**config.mk**
```make
export PLATFORM = sky130hd
export DESIGN_NAME = irq_tree_ctrl
export DESIGN_NICKNAME = d
export VERILOG_FILES = /design/src/rtl/irq_tree_pkg.sv /design/src/rtl/irq_line_cell.sv /design/src/rtl/irq_summary_tree.sv /design/src/rtl/irq_reg_port.sv /design/src/rtl/irq_tree_ctrl.sv
export SDC_FILE = /design/constraint.sdc
export NUM_CORES = 2
export LEC_CHECK = 0
export ABC_AREA = 1
export BUFFER_PORTS_ARGS = -buffer_cell sky130_fd_sc_hd__buf_4
export CAP_MARGIN = 20
export CORE_UTILIZATION = 55
export CTS_CLUSTER_DIAMETER = 150
export DETAILED_ROUTE_END_ITERATION = 10
export PLACE_DENSITY = 0.72
export SYNTH_ARGS = -nofsm -noshare
export SYNTH_HDL_FRONTEND = slang
export SYNTH_SLANG_ARGS = --single-unit
export TNS_END_PERCENT = 1
```
**constraint.sdc**
```tcl
create_clock -name clk -period 3.1 [get_ports clk]
set_input_delay 0.31 -clock clk [delete_from_list [all_inputs] [get_ports clk]]
set_output_delay 0.31 -clock clk [all_outputs]
set_load 0.05 [all_outputs]
```
**src/rtl/irq_tree_pkg.sv**
```systemverilog
package irq_tree_pkg;
  localparam int LPB = 8;

  localparam int CFG_LVL  = 0;
  localparam int CFG_MFE  = 1;
  localparam int CFG_MRE  = 2;
  localparam int CFG_CLR  = 3;
  localparam int CFG_IDX  = 4;
  localparam int CFG_WEN  = 7;

  localparam int OFS_ROOT = 0;
  localparam int OFS_MST0 = 1;
  localparam int OFS_SEL  = 5;
  localparam int OFS_STAT = 6;
  localparam int OFS_CFG  = 7;
  localparam int OFS_RT   = 8;

  function automatic int grp_of(int line);
    return line / LPB;
  endfunction

  function automatic int pos_of(int line);
    return line % LPB;
  endfunction

  // trigger decision for one line from its stored setup and synchronised samples
  function automatic logic trig_hit(logic lvl, logic mfe, logic mre,
                                    logic cur, logic prv);
    logic up, dn;
    up = cur & ~prv;
    dn = ~cur & prv;
    if (lvl) return (cur & ~mre) | (~cur & ~mfe);
    return (up & ~mre) | (dn & ~mfe);
  endfunction
endpackage

```
**src/rtl/irq_line_cell.sv**
```systemverilog
module irq_line_cell
  import irq_tree_pkg::*;
(
  input  logic       clk,
  input  logic       rst_n,
  input  logic       raw_i,
  input  logic       set_we_i,
  input  logic       clr_i,
  input  logic [2:0] set_i,
  output logic       live_o,
  output logic       pend_o,
  output logic       hit_o
);
  logic s1_q, s2_q, prv_q;
  logic lvl_q, mfe_q, mre_q;
  logic pend_q;

  always_ff @(posedge clk or negedge rst_n) begin
    if (!rst_n) begin
      s1_q  <= 1'b0;
      s2_q  <= 1'b0;
      prv_q <= 1'b0;
    end else begin
      s1_q  <= raw_i;
      s2_q  <= s1_q;
      prv_q <= s2_q;
    end
  end

  always_ff @(posedge clk or negedge rst_n) begin
    if (!rst_n) begin
      lvl_q <= 1'b0;
      mfe_q <= 1'b1;
      mre_q <= 1'b1;
    end else if (set_we_i) begin
      lvl_q <= set_i[CFG_LVL];
      mfe_q <= set_i[CFG_MFE];
      mre_q <= set_i[CFG_MRE];
    end
  end

  assign hit_o = trig_hit(lvl_q, mfe_q, mre_q, s2_q, prv_q);

  // detection has priority over a clear in the same cycle
  always_ff @(posedge clk or negedge rst_n) begin
    if (!rst_n) pend_q <= 1'b0;
    else        pend_q <= hit_o | (pend_q & ~clr_i);
  end

  assign pend_o = pend_q;
  assign live_o = s2_q;
endmodule

```
**src/rtl/irq_summary_tree.sv**
```systemverilog
module irq_summary_tree
  import irq_tree_pkg::*;
#(
  parameter int NUM_LINES = 256,
  localparam int NGRP = (NUM_LINES + LPB - 1) / LPB,
  localparam int NBNK = (NGRP + LPB - 1) / LPB
) (
  input  logic [NUM_LINES-1:0] pend_i,
  output logic [NGRP-1:0]      grp_any_o,
  output logic [NBNK*LPB-1:0]  bnk_vec_o,
  output logic [NBNK-1:0]      bnk_any_o
);
  for (genvar g = 0; g < NGRP; g++) begin : g_grp
    localparam int HI = ((g + 1) * LPB > NUM_LINES) ? NUM_LINES - 1 : (g + 1) * LPB - 1;
    assign grp_any_o[g] = |pend_i[HI:g*LPB];
  end

  for (genvar k = 0; k < NBNK * LPB; k++) begin : g_pad
    if (k < NGRP) begin : g_real
      assign bnk_vec_o[k] = grp_any_o[k];
    end else begin : g_zero
      assign bnk_vec_o[k] = 1'b0;
    end
  end

  for (genvar b = 0; b < NBNK; b++) begin : g_bnk
    assign bnk_any_o[b] = |bnk_vec_o[b*LPB +: LPB];
  end
endmodule

```
**src/rtl/irq_reg_port.sv**
```systemverilog
module irq_reg_port
  import irq_tree_pkg::*;
#(
  parameter int NUM_LINES = 256,
  parameter int ADDR_W = 9,
  parameter int BASE = 'h1BB,
  localparam int NGRP = (NUM_LINES + LPB - 1) / LPB,
  localparam int NBNK = (NGRP + LPB - 1) / LPB,
  localparam int PADL = NGRP * LPB
) (
  input  logic                 clk,
  input  logic                 rst_n,
  input  logic [ADDR_W-1:0]    bus_addr_i,
  input  logic                 bus_wr_i,
  input  logic                 bus_rd_i,
  input  logic [7:0]           bus_wdata_i,
  input  logic [NUM_LINES-1:0] pend_i,
  input  logic [NUM_LINES-1:0] live_i,
  input  logic [NBNK*LPB-1:0]  bnk_vec_i,
  input  logic [NBNK-1:0]      bnk_any_i,
  output logic [7:0]           bus_rdata_o,
  output logic                 set_write_o,
  output logic [7:0]           sel_o,
  output logic                 sel_ok_o
);
  logic [ADDR_W-1:0] ofs;
  logic [7:0]        sel_q, rdata_q, rd_mux, root_b, pend_b, live_b;
  logic [PADL-1:0]   pend_pad, live_pad;
  int                oi, si;

  assign ofs      = bus_addr_i - ADDR_W'(BASE);
  assign oi       = int'(ofs);
  assign si       = int'(sel_q);
  assign sel_ok_o = si < NGRP;
  assign sel_o    = sel_q;

  assign pend_pad = PADL'(pend_i);
  assign live_pad = PADL'(live_i);

  always_comb begin
    root_b = '0;
    for (int b = 0; b < NBNK; b++) root_b[b+1] = bnk_any_i[b];
  end

  always_comb begin
    pend_b = '0;
    live_b = '0;
    if (sel_ok_o) begin
      pend_b = pend_pad[si*LPB +: LPB];
      live_b = live_pad[si*LPB +: LPB];
    end
  end

  always_comb begin
    rd_mux = '0;
    if (oi == OFS_ROOT)                                rd_mux = root_b;
    else if (oi >= OFS_MST0 && oi < OFS_MST0 + NBNK)   rd_mux = bnk_vec_i[(oi-OFS_MST0)*LPB +: LPB];
    else if (oi == OFS_SEL)                            rd_mux = sel_q;
    else if (oi == OFS_STAT)                           rd_mux = pend_b;
    else if (oi == OFS_RT)                             rd_mux = live_b;
  end

  always_ff @(posedge clk or negedge rst_n) begin
    if (!rst_n) begin
      sel_q   <= '0;
      rdata_q <= '0;
    end else begin
      if (bus_wr_i && oi == OFS_SEL) sel_q <= bus_wdata_i;
      if (bus_rd_i)                  rdata_q <= rd_mux;
    end
  end

  assign bus_rdata_o = rdata_q;
  assign set_write_o = bus_wr_i && (oi == OFS_CFG) && sel_ok_o;
endmodule

```
**src/rtl/irq_tree_ctrl.sv**
```systemverilog
module irq_tree_ctrl
  import irq_tree_pkg::*;
#(
  parameter int NUM_LINES = 256,
  parameter int ADDR_W = 9,
  parameter int BASE = 'h1BB,
  localparam int NGRP = (NUM_LINES + LPB - 1) / LPB,
  localparam int NBNK = (NGRP + LPB - 1) / LPB
) (
  input  logic                 clk,
  input  logic                 rst_n,
  input  logic [NUM_LINES-1:0] line_i,
  input  logic [ADDR_W-1:0]    bus_addr_i,
  input  logic                 bus_wr_i,
  input  logic                 bus_rd_i,
  input  logic [7:0]           bus_wdata_i,
  output logic [7:0]           bus_rdata_o,
  output logic                 irq_o
);
  // named internal events for the checker
  logic [NUM_LINES-1:0] stat_vec, rt_vec, hit_vec, tgt_vec;
  logic [NGRP-1:0]      grp_any;
  logic [NBNK*LPB-1:0]  bnk_vec;
  logic [NBNK-1:0]      bnk_any;
  logic                 cfg_write, sel_ok;
  logic [7:0]           blk_sel;
  logic [2:0]           tgt_pos;

  assign tgt_pos = bus_wdata_i[CFG_IDX +: 3];

  irq_reg_port #(.NUM_LINES(NUM_LINES), .ADDR_W(ADDR_W), .BASE(BASE)) port_i (
    .clk(clk), .rst_n(rst_n), .bus_addr_i(bus_addr_i), .bus_wr_i(bus_wr_i),
    .bus_rd_i(bus_rd_i), .bus_wdata_i(bus_wdata_i), .pend_i(stat_vec),
    .live_i(rt_vec), .bnk_vec_i(bnk_vec), .bnk_any_i(bnk_any),
    .bus_rdata_o(bus_rdata_o), .set_write_o(cfg_write), .sel_o(blk_sel),
    .sel_ok_o(sel_ok)
  );

  for (genvar n = 0; n < NUM_LINES; n++) begin : g_line
    assign tgt_vec[n] = cfg_write && (int'(blk_sel) == grp_of(n)) &&
                        (int'(tgt_pos) == pos_of(n));
    irq_line_cell cell_i (
      .clk(clk), .rst_n(rst_n), .raw_i(line_i[n]),
      .set_we_i(tgt_vec[n] & bus_wdata_i[CFG_WEN]),
      .clr_i(tgt_vec[n] & bus_wdata_i[CFG_CLR]),
      .set_i(bus_wdata_i[2:0]),
      .live_o(rt_vec[n]), .pend_o(stat_vec[n]), .hit_o(hit_vec[n])
    );
  end

  irq_summary_tree #(.NUM_LINES(NUM_LINES)) tree_i (
    .pend_i(stat_vec), .grp_any_o(grp_any), .bnk_vec_o(bnk_vec), .bnk_any_o(bnk_any)
  );

  assign irq_o = |bnk_any;
endmodule

```
==> flow_summary_export.csv <==
group,metric,value,unit
min_path,hold_path_startpoint,"bus_wdata_i[0]",
synthesis,ys_seq_area_frac,0.645,
final_layout,nFillCells,9659,
setup_path,critical-path-top-delay-family,"simple AND/OR/NAND/NOR gates",
placed_design,dp_cells,9208,
final_layout,layout_common_cells,"1293 x dfrtp_1, 1264 x nand2_1, 1096 x o21ai_0",
setup_path,crit_type,"reg2out",
routing,ant_nets,0,
cts,path_clk_slew,0.06,ns
floorplanning,initial_utilization,0.556,
cts,htree_levels,4,
min_path,holdPathStages,3,
flow_run,cap_violations,0,
routing,via_count,57800,
synthesis,netlist_area,0.0712,sq mm
setup_path,worstRegToRegCells,15,
floorplanning,fp.coreArea,0.128,sq mm
final_layout,syn2layout_area_growth,21.1,%
setup_path,timing.rr.start,"port_i.sel_o[0]",
global_route,grt_overflow_total,0,
final_layout,drive_gt1_frac,0.184,
cts,numCtsBuffers,178,
power,p_total,50.3,mW
routing,routed_wl,230,mm
final_layout,final_core_util,0.674,
final_layout,regArea,0.0459,sq mm
routing,wl_per_cell,23.4,microns
placed_design,post-dp-hpwl,151,mm
sta,post-route-period-util,0.991,
final_layout,multiInputGateArea,0.0221,sq mm
global_route,grt_antenna_before_repair,9,
synthesis,synth_edf_count,0,
cts,clk_path_buf_depth,3,
routing,viasPerCell,5.89,
synthesis,synth_fp_nets,7515,
setup_path,r2r_end,"port_i.bus_rdata_o[2]",
setup_path,critPathCaptureType,"output pin",
power,ir_worst_vdd,0.000616,V
setup_path,crit_path_start_kind,"flip-flop",
min_path,min_to,"g_line[55].cell_i.lvl_q",
sta,setup_viol,0,
power,p_per_area,584,mW/mm^2
setup_path,rrSetupSlack,0.03,ns
routing,dr.pass1.iters,6,
min_path,hp-class,"in2reg",
sta,fin_crit,3.07,ns
floorplanning,dieArea,0.131,sq mm
routing,drt-initial-drc-count,6385,
final_layout,layout_commonest_cell,"dfrtp_1",
sta,slew_viol_final,0,
synthesis,synth_cell_types,43,
global_route,grt_pass1_wl,344,mm
cts,insertion_delay,0.83,ns
setup_path,arrival,2.76,ns
setup_path,slowest_delay,0.48,ns
sta,tightestPinTransition,1.07,ns
synthesis,yosysWarnings,0,
power,leakagePower,36.4,nW
setup_path,path_buf_inv,1,
setup_path,path_max_fanout,3,
floorplanning,die_w,362,microns
floorplanning,rows,131,
final_layout,instances_no_fill,9814,
sta,finalHoldViolCount,0,
global_route,track_usage,0.351,
setup_path,worst_ep_required_time,2.79,ns
sta,worst_hold_slack,0.0356,ns
synthesis,ys.flop_type,"dfrtp_1",
placed_design,portBuffers,285,
setup_path,crit_slowest_cell,"nor3_1",
global_route,grt_pass1_vias,56600,
cts,cts_tree,"done",
synthesis,async_reset_ff_frac,1.00,
synthesis,synth-seq-cells,1808,
synthesis,syn_avg_cell_area,9.84,sq um
placed_design,globalplace.congestion,1.00,
sta,slew_headroom,0.280,
global_route,grt_max_degree,119,
floorplanning,die_height,362,microns
cts,cts_root_buffer,"clkbuf_16",
routing,drcViolationCount,0,
sta,final.setup.tns,0,ns
run_status,status,"complete, no violations",
final_layout,final_nets,8212,
setup_path,crit_chain,"nor2_1 > nand3_1 > nor3_1 > nand4_1 > or2_2 > nor2_4 > nand2_4 > buf_8",
synthesis,synth_cells,7233,
floorplanning,io_pins,286,
sta,fmax,326,MHz
sta,fin_skew,0.0331,ns
cts,cts_sinks,1808,
what timing repair did:
action	4_1_cts	5_1_grt
setup buffers	3	4
endpoints found under the setup margin	1	1
hold endpoints to repair	634	0
pin swaps	0	6
hold buffers	264	0
gates resized for setup	10	15
cells in the mapped netlist (7+ instances only):
cell	n	area, sq um
inv_2	10	37.5
nand4_1	33	206
nand2_1	1269	4760
o21ai_0	1096	5490
nor2_4	36	405
dfrtp_1	1296	32400
nand3_1	595	2980
or2_2	8	50.1
buf_1	41	154
o21ai_1	366	1830
o22ai_1	116	726
nor4_1	46	288
dfstp_2	512	13500
inv_1	604	2270
nor2_1	484	1820
nand3_2	10	100
clkbuf_1	228	856
nor3_1	27	135
a211oi_1	168	1260
clkinv_1	7	26.3
a21oi_1	195	976
nor2_2	14	87.6
nand3_4	19	333
metal layers:
layer	track usage	up-vias	wire, microns
li1	-	25700	-
met1	0.468	28500	89500
met2	0.547	2932	106000
met3	0.0778	597	22300
met4	0.174	12	11900
met5	0	-	62
logic make-up (layout without fill, tap and decap cells):
logic type      Yosys count  in the layout  share of synthesized area
xor+xnor                  2              2                   0.000510
mux                       1              1                   0.000158
simple gates           2561           2561                      0.160
flops                  1808           1808                      0.645
fa+ha+maj                 5              5                   0.000879
buf+inv                 900           1751                     0.0480
compound gates         1956           1956                      0.146
other cells               0              1                          0
power by group:
| group | leakage (nW) | internal, mW | switching (mW) |
|---|---|---|---|
| sequential | 20.3 | 24.2 | 0.389 |
| clock | 3.07 | 13.2 | 9.45 |
| combinational | 13.1 | 1.02 | 2.10 |
| total | 36.4 | 38.4 | 11.9 |
tightest hold or removal path: cells and delay by family:
kind,cells,cell delay [ns]
AOI/OAI and AO/OA,1,0.20
buffers and inverters,2,0.29
metrics by stage:
| stage | worst slack (ns) | area [sq um] |
|---|---|---|
| after floorplan | 0.557 | 71200 |
| after global placement | 0.266 | 77200 |
| after detailed placement | 0.116 | 77200 |
| after CTS | 0.00265 | 86100 |
| after global routing | -0.0253 | 86200 |
| final | 0.0291 | 86200 |
sequential cells by signal, summed over array words and instances (netlist names):
| register | cells |
|---|---|
| g_line.cell_i.mfe_q | 256 |
| g_line.cell_i.prv_q | 256 |
| g_line.cell_i.lvl_q | 256 |
| g_line.cell_i.pend_o | 256 |
| port_i.bus_rdata_o | 8 |
| g_line.cell_i.s1_q | 256 |
| g_line.cell_i.mre_q | 256 |
| g_line.cell_i.live_o | 256 |
| port_i.sel_o | 8 |
how the worst max path moves through the flow:
stage | startpoint | end | slack [ns] | cells past startpoint
6_report | g_line[187].cell_i.pend_o | irq_o | 0.03 | 8
2_1_floorplan | bus_addr_i[0] | g_line[103].cell_i.pend_o | 0.56 | 14
3_3_place_gp | bus_addr_i[1] | g_line[197].cell_i.lvl_q | 0.27 | 14
4_1_cts | g_line[22].cell_i.pend_o | irq_o | 0.003 | 9
5_1_grt | g_line[53].cell_i.pend_o | irq_o | -0.03 | 10
3_5_place_dp | bus_addr_i[1] | g_line[201].cell_i.mre_q | 0.12 | 13
final cells by class:
cell class,instances,share of cell area
Inverter,621,0.0272
Clock inverter,66,0.0107
Multi-Input combinational cell,4525,0.256
Timing Repair Buffer,796,0.0873
Sequential cell,1808,0.532
Antenna cell,1,0.0000290
Tap cell,1729,0.0251
Clock buffer,268,0.0614
No activity file was read; power rests on OpenSTA's default activity.
